==> src/rtl/pool_engine.sv <==
module pool_engine #(
  parameter int P     = 4,
  parameter int DW    = 8,
  parameter int DIM_W = 8,
  parameter int AW    = 12
)(
  input  logic               clk,
  input  logic               rst_n,
  input  logic               start,
  input  logic [DIM_W-1:0]   hin,
  input  logic [DIM_W-1:0]   win,
  input  logic [DIM_W-1:0]   cin,
  input  logic               k_sel,
  input  logic [1:0]         method,
  output logic               busy,
  output logic               done,
  output logic               rd_en,
  output logic [AW-1:0]      rd_addr,
  input  logic [P*DW-1:0]    rd_data,
  output logic               wr_en,
  output logic [AW-1:0]      wr_addr,
  output logic [P*(DW+4)-1:0] wr_data
);
  localparam int OW    = DW + 4;
  localparam int LP    = $clog2(P);
  localparam int CW    = DIM_W + 1;
  localparam int SH    = DW + 11;
  localparam int XW    = DW + 8;
  localparam int BIAS  = 2 ** (DW + 3);
  localparam int RECIP = (2 ** SH + 8) / 9;

  typedef enum logic [1:0] {S_IDLE, S_RUN, S_DRAIN} st_t;
  st_t state;

  logic [DIM_W-1:0] hin_q, win_q, grp_q, cg;
  logic             k3_q;
  logic [1:0]       meth_q, kx, ky;
  logic [CW-1:0]    rbase, cbase;
  logic             v1, first1, last1;
  logic [AW-1:0]    optr, pix;
  logic [P*OW-1:0]  res;

  logic [CW-1:0]    kk, kin;
  logic [1:0]       kmax;
  logic [DIM_W-1:0] grp_in;
  logic             empty, kx_last, ky_last, cg_last, col_last, row_last;
  logic             is_avg, is_sum;

  assign kk       = k3_q ? CW'(3) : CW'(2);
  assign kmax     = k3_q ? 2'd2 : 2'd1;
  assign kin      = k_sel ? CW'(3) : CW'(2);
  assign grp_in   = cin >> LP;
  assign empty    = (CW'(hin) < kin) || (CW'(win) < kin) || (grp_in == '0);
  assign kx_last  = kx == kmax;
  assign ky_last  = ky == kmax;
  assign cg_last  = cg == grp_q - DIM_W'(1);
  assign col_last = (cbase + kk + kk) > CW'(win_q);
  assign row_last = (rbase + kk + kk) > CW'(hin_q);
  assign is_avg   = meth_q == 2'b01;
  assign is_sum   = meth_q == 2'b10;

  assign busy    = state != S_IDLE;
  assign rd_en   = state == S_RUN;
  assign pix     = (AW'(rbase) + AW'(ky)) * AW'(win_q) + AW'(cbase) + AW'(kx);
  assign rd_addr = pix * AW'(grp_q) + AW'(cg);

  always_ff @(posedge clk or negedge rst_n) begin
    if (!rst_n) begin
      state  <= S_IDLE;
      hin_q  <= '0;
      win_q  <= '0;
      grp_q  <= '0;
      k3_q   <= 1'b0;
      meth_q <= 2'b00;
      kx     <= '0;
      ky     <= '0;
      cg     <= '0;
      rbase  <= '0;
      cbase  <= '0;
      done   <= 1'b0;
    end else begin
      done <= 1'b0;
      case (state)
        S_IDLE: if (start) begin
          hin_q  <= hin;
          win_q  <= win;
          grp_q  <= grp_in;
          k3_q   <= k_sel;
          meth_q <= method;
          kx     <= '0;
          ky     <= '0;
          cg     <= '0;
          rbase  <= '0;
          cbase  <= '0;
          state  <= empty ? S_DRAIN : S_RUN;
        end
        S_RUN: begin
          if (!kx_last) kx <= kx + 2'd1;
          else begin
            kx <= '0;
            if (!ky_last) ky <= ky + 2'd1;
            else begin
              ky <= '0;
              if (!cg_last) cg <= cg + DIM_W'(1);
              else begin
                cg <= '0;
                if (!col_last) cbase <= cbase + kk;
                else begin
                  cbase <= '0;
                  if (row_last) state <= S_DRAIN;
                  else rbase <= rbase + kk;
                end
              end
            end
          end
        end
        default: if (!v1) begin
          done  <= 1'b1;
          state <= S_IDLE;
        end
      endcase
    end
  end

  always_ff @(posedge clk or negedge rst_n) begin
    if (!rst_n) begin
      v1      <= 1'b0;
      first1  <= 1'b0;
      last1   <= 1'b0;
      wr_en   <= 1'b0;
      wr_addr <= '0;
      wr_data <= '0;
      optr    <= '0;
    end else begin
      v1     <= rd_en;
      first1 <= kx == 2'd0 && ky == 2'd0;
      last1  <= kx_last && ky_last;
      wr_en  <= v1 && last1;
      if (state == S_IDLE && start) optr <= '0;
      if (v1 && last1) begin
        wr_data <= res;
        wr_addr <= optr;
        optr    <= optr + AW'(1);
      end
    end
  end

  for (genvar i = 0; i < P; i++) begin : g_lane
    logic signed [OW-1:0] d, acc, fin, r2, avg2, avg3;
    logic signed [XW-1:0] biased;

    assign d      = OW'($signed(rd_data[i*DW +: DW]));
    assign fin    = first1 ? d : ((is_avg || is_sum) ? acc + d : ((d > acc) ? d : acc));
    assign r2     = fin + OW'(2);
    assign avg2   = r2 >>> 2;
    assign biased = XW'(fin) + XW'(4 + 9 * BIAS);
    assign avg3   = OW'((((XW+SH)'(biased) * (XW+SH)'(RECIP)) >> SH) - (XW+SH)'(BIAS));
    assign res[i*OW +: OW] = is_avg ? (k3_q ? avg3 : avg2) : fin;

    always_ff @(posedge clk or negedge rst_n) begin
      if (!rst_n) acc <= '0;
      else if (v1) acc <= fin;
    end
  end
endmodule

==> config.mk <==
export PLATFORM = sky130hd
export DESIGN_NAME = pool_engine
export DESIGN_NICKNAME = d
export VERILOG_FILES = /design/src/rtl/pool_engine.sv
export SDC_FILE = /design/constraint.sdc
export NUM_CORES = 2
export LEC_CHECK = 0
export ABC_AREA = 1
export BUFFER_PORTS_ARGS = -buffer_cell sky130_fd_sc_hd__buf_2
export CORE_MARGIN = 1
export CORE_UTILIZATION = 55
export CTS_CLUSTER_DIAMETER = 150
export CTS_CLUSTER_SIZE = 10
export DETAILED_ROUTE_END_ITERATION = 10
export PLACE_DENSITY_LB_ADDON = 0.2
export SLEW_MARGIN = 10
export SYNTH_ARGS = -nofsm -noshare
export SYNTH_HDL_FRONTEND = slang
export SYNTH_SLANG_ARGS = --single-unit
==> constraint.sdc <==
create_clock -name clk -period 19.6 [get_ports clk]
set_clock_uncertainty 0.2 [all_clocks]
set_input_delay 3.92 -clock clk [delete_from_list [all_inputs] [get_ports clk]]
set_output_delay 3.92 -clock clk [all_outputs]
set_load 0.03 [all_outputs]
==> out/metrics.cfg <==
[global_routing]
first_global_vias = 31700
grt_pass1_wl_um = 161800
grtUsageTotal = 0.2984
antenna_found_initial = 11
grt_start_max_net_pins = 100
grt-ovfl-total = 0

[setup_path]
worstPathArrival_ns = 8.97
criticalPathCategory = register to output pin
worst_ep_required_time_ns = 15.48
cp_common_cell = fa_1
startpoint_type = register
cp_max_fo = 4
worst_setup_path_end_kind = output pin
cp_slowest_cell = fa_1
slowest_delay_ns = 0.54

[routing]
wirelength_um = 98650
ant_nets = 0
drt_iter0_drc = 1926
drt-pass1-iter-count = 8
viasPerCell = 5.322
vias = 32160
drc_errors = 10
avgRoutedWirePerCell_um = 16.33

[floorplan]
fp.dieArea_sq_um = 68290
rows = 94
io_pins = 138
core_sq_um = 66100
die_h_um = 261.3
die_width_um = 261.3
start_util = 0.5596

[clock_tree]
cts_resized = 0
clkTransAtPathRegs_ns = 0.08
cts_hold_buf = 0
cts_root_buf = clkbuf_16
cts.sinks = 182
cts_setup_buffers = 0
htree_levels = 4
clockBufferDepth = 2
cts_buffers = 17
cts_tree = yes
clk_latency_ns = 0.48

[run]
maxCapViolCount = 0

[sta]
fin_setup_tns_ns = 0
max_clock_freq_mhz = 76.38
period_share = 0.6679
max_slew_margin = 0.2292
hold_violations = 0
finalMaxSlewViolations = 0
worstMarginPinSlew_ns = 1.156
finalSetupViolations = 0
post-route-min-period_ns = 13.09
rsz0062_at_grt = no

[finish]
regArea_sq_um = 4557
final_util = 0.5929
num-nets-final = 6211
finalInstanceArea_sq_um = 39190
drive_above_1_share = 0.06535
multi_input_comb_area_sq_um = 27730
n_fill_cell = 6355
area_delta_synth_final_pct = 5.947

[place]
dp.final_hpwl_um = 81630
portBuffers = 135
gp_congestion = 0.9639
place_area_sq_um = 38580

[synthesis]
ys_warn_count = 0
synth-main-ff-cell = dfrtp_1
synth_top_area_frac = 0.2256
postSynthAreaPerCell_sq_um = 7.319
ys_seq_elements = 182
yosys.area.top_type = ha_1
synth-seq-area-share = 0.1231
synth_cells = 5054
synth_enable_flop_cells = 0
yosysUniqueCellTypes = 66
synthArstFlopShare = 1.000
ys_top_cells_by_area = ha_1 (23%), fa_1 (17%), dfrtp_1 (12%)
synth_area_sq_um = 36990

[status]
outcome = finished, violations left
violations = DRC

[worst_hold_path]
hold_path_class = register to register

-- cell usage in the layout, fill, tap and decap left out, types with 8 or more instances in the layout --
cell type / count
dfrtp_1: 180
or2_1: 8
nor4_1: 12
nand2_4: 9
o21ai_2: 12
nand3_1: 220
nor3_1: 60
xnor2_1: 22
nand3b_1: 13
o21ai_1: 35
o211ai_1: 18
fa_1: 323
xor2_1: 99
buf_4: 17
nand4_1: 43
clkbuf_16: 17
nand2_1: 1010
o21bai_1: 9
nand2_2: 26
nor2_1: 333
a21o_1: 16
o21a_1: 12
inv_1: 1129
or2_2: 17
a21oi_1: 308
ha_1: 666
nor2_4: 11
inv_2: 32
buf_2: 134
a31oi_1: 23
conb_1: 20
o21ai_0: 215
-- cell usage after synthesis (all sizes together) (16+ instances only) --
cell,count
inv,1162
nor3,62
a21o,16
o21ai,263
dfrtp,182
or2,25
nand2,1045
clkbuf,55
nor2,353
o211ai,25
xor2,102
nand4,43
nand3,227
xnor2,22
buf,30
a31oi,24
a21oi,310
ha,667
fa,323
-- metrics by stage --
stage               hold WS, ns  instances  worst slack [ns]
floorplan                0.2402       5073             7.682
global placement         0.2549       6004             6.810
detailed placement       0.2608       6004             6.667
CTS                      0.2743       6036             6.494
global route             0.2984       6039             5.915
finish                   0.2688       6043             6.508
-- critical path, delay by kind of cell, from the launching register on --
kind / cells / cell delay, ns
adder cells (fa/ha/maj): 12 / 5.24
AND/OR/NAND/NOR: 12 / 1.18
AO/OA/AOI/OAI: 4 / 0.71
buffers and inverters: 9 / 0.71
XOR/XNOR: 1 / 0.24
flip-flops: 1 / 0.41
-- cell families (layout without fill, tap and decap cells) --
family	after synthesis	after routing	synth area share
flops	182	182	0.1231
simple gates	1791	1791	0.2078
fa+ha+maj	990	990	0.4004
mux	3	3	0.0008795
xor+xnor	124	124	0.02997
buf+inv	1255	1354	0.1293
other cells	1	27	0.0001014
compound gates	708	708	0.1083
-- final timing paths --
check,startpoint,to,slack [ns],cells after the start
setup / recovery,ky[0],rd_addr[11],6.51,38
hold / removal,optr[9],optr[9],0.27,1
setup reg to reg,g_lane[0].acc[9],wr_data[3],10.29,45
hold reg to reg,optr[9],optr[9],0.27,1
max in group asynchronous,rst_n,v1,13.81,3
min in group asynchronous,rst_n,grp_q[0],3.19,1
-- registers in the layout, indices dropped and copies added, names as in the netlist, 6 cells and up --
name	cells
wr_data	48
wr_addr	12
cg	8
rbase	9
grp_q	6
hin_q	8
cbase	9
win_q	8
g_lane.acc	48
optr	12
-- layer usage --
metal	global-route usage	routed length, um
met4	0.08818	2553
met2	0.5166	47390
met3	0.03213	4729
met1	0.3916	43920
met5	0	54
-- final cells by class --
cell class              instances  area share
inverters                    1170      0.1123
clock inverters                15    0.004119
clock buffers                  17     0.01086
well taps                     864     0.02759
multi-input cells            3636      0.7077
diodes                          7   0.0004470
flip-flops and latches        182      0.1163
repair buffers                152     0.02072
Power is left out: the tool's default activity adds up to more than one toggle a clock period on the data nets, which glitch-free logic cannot reach.
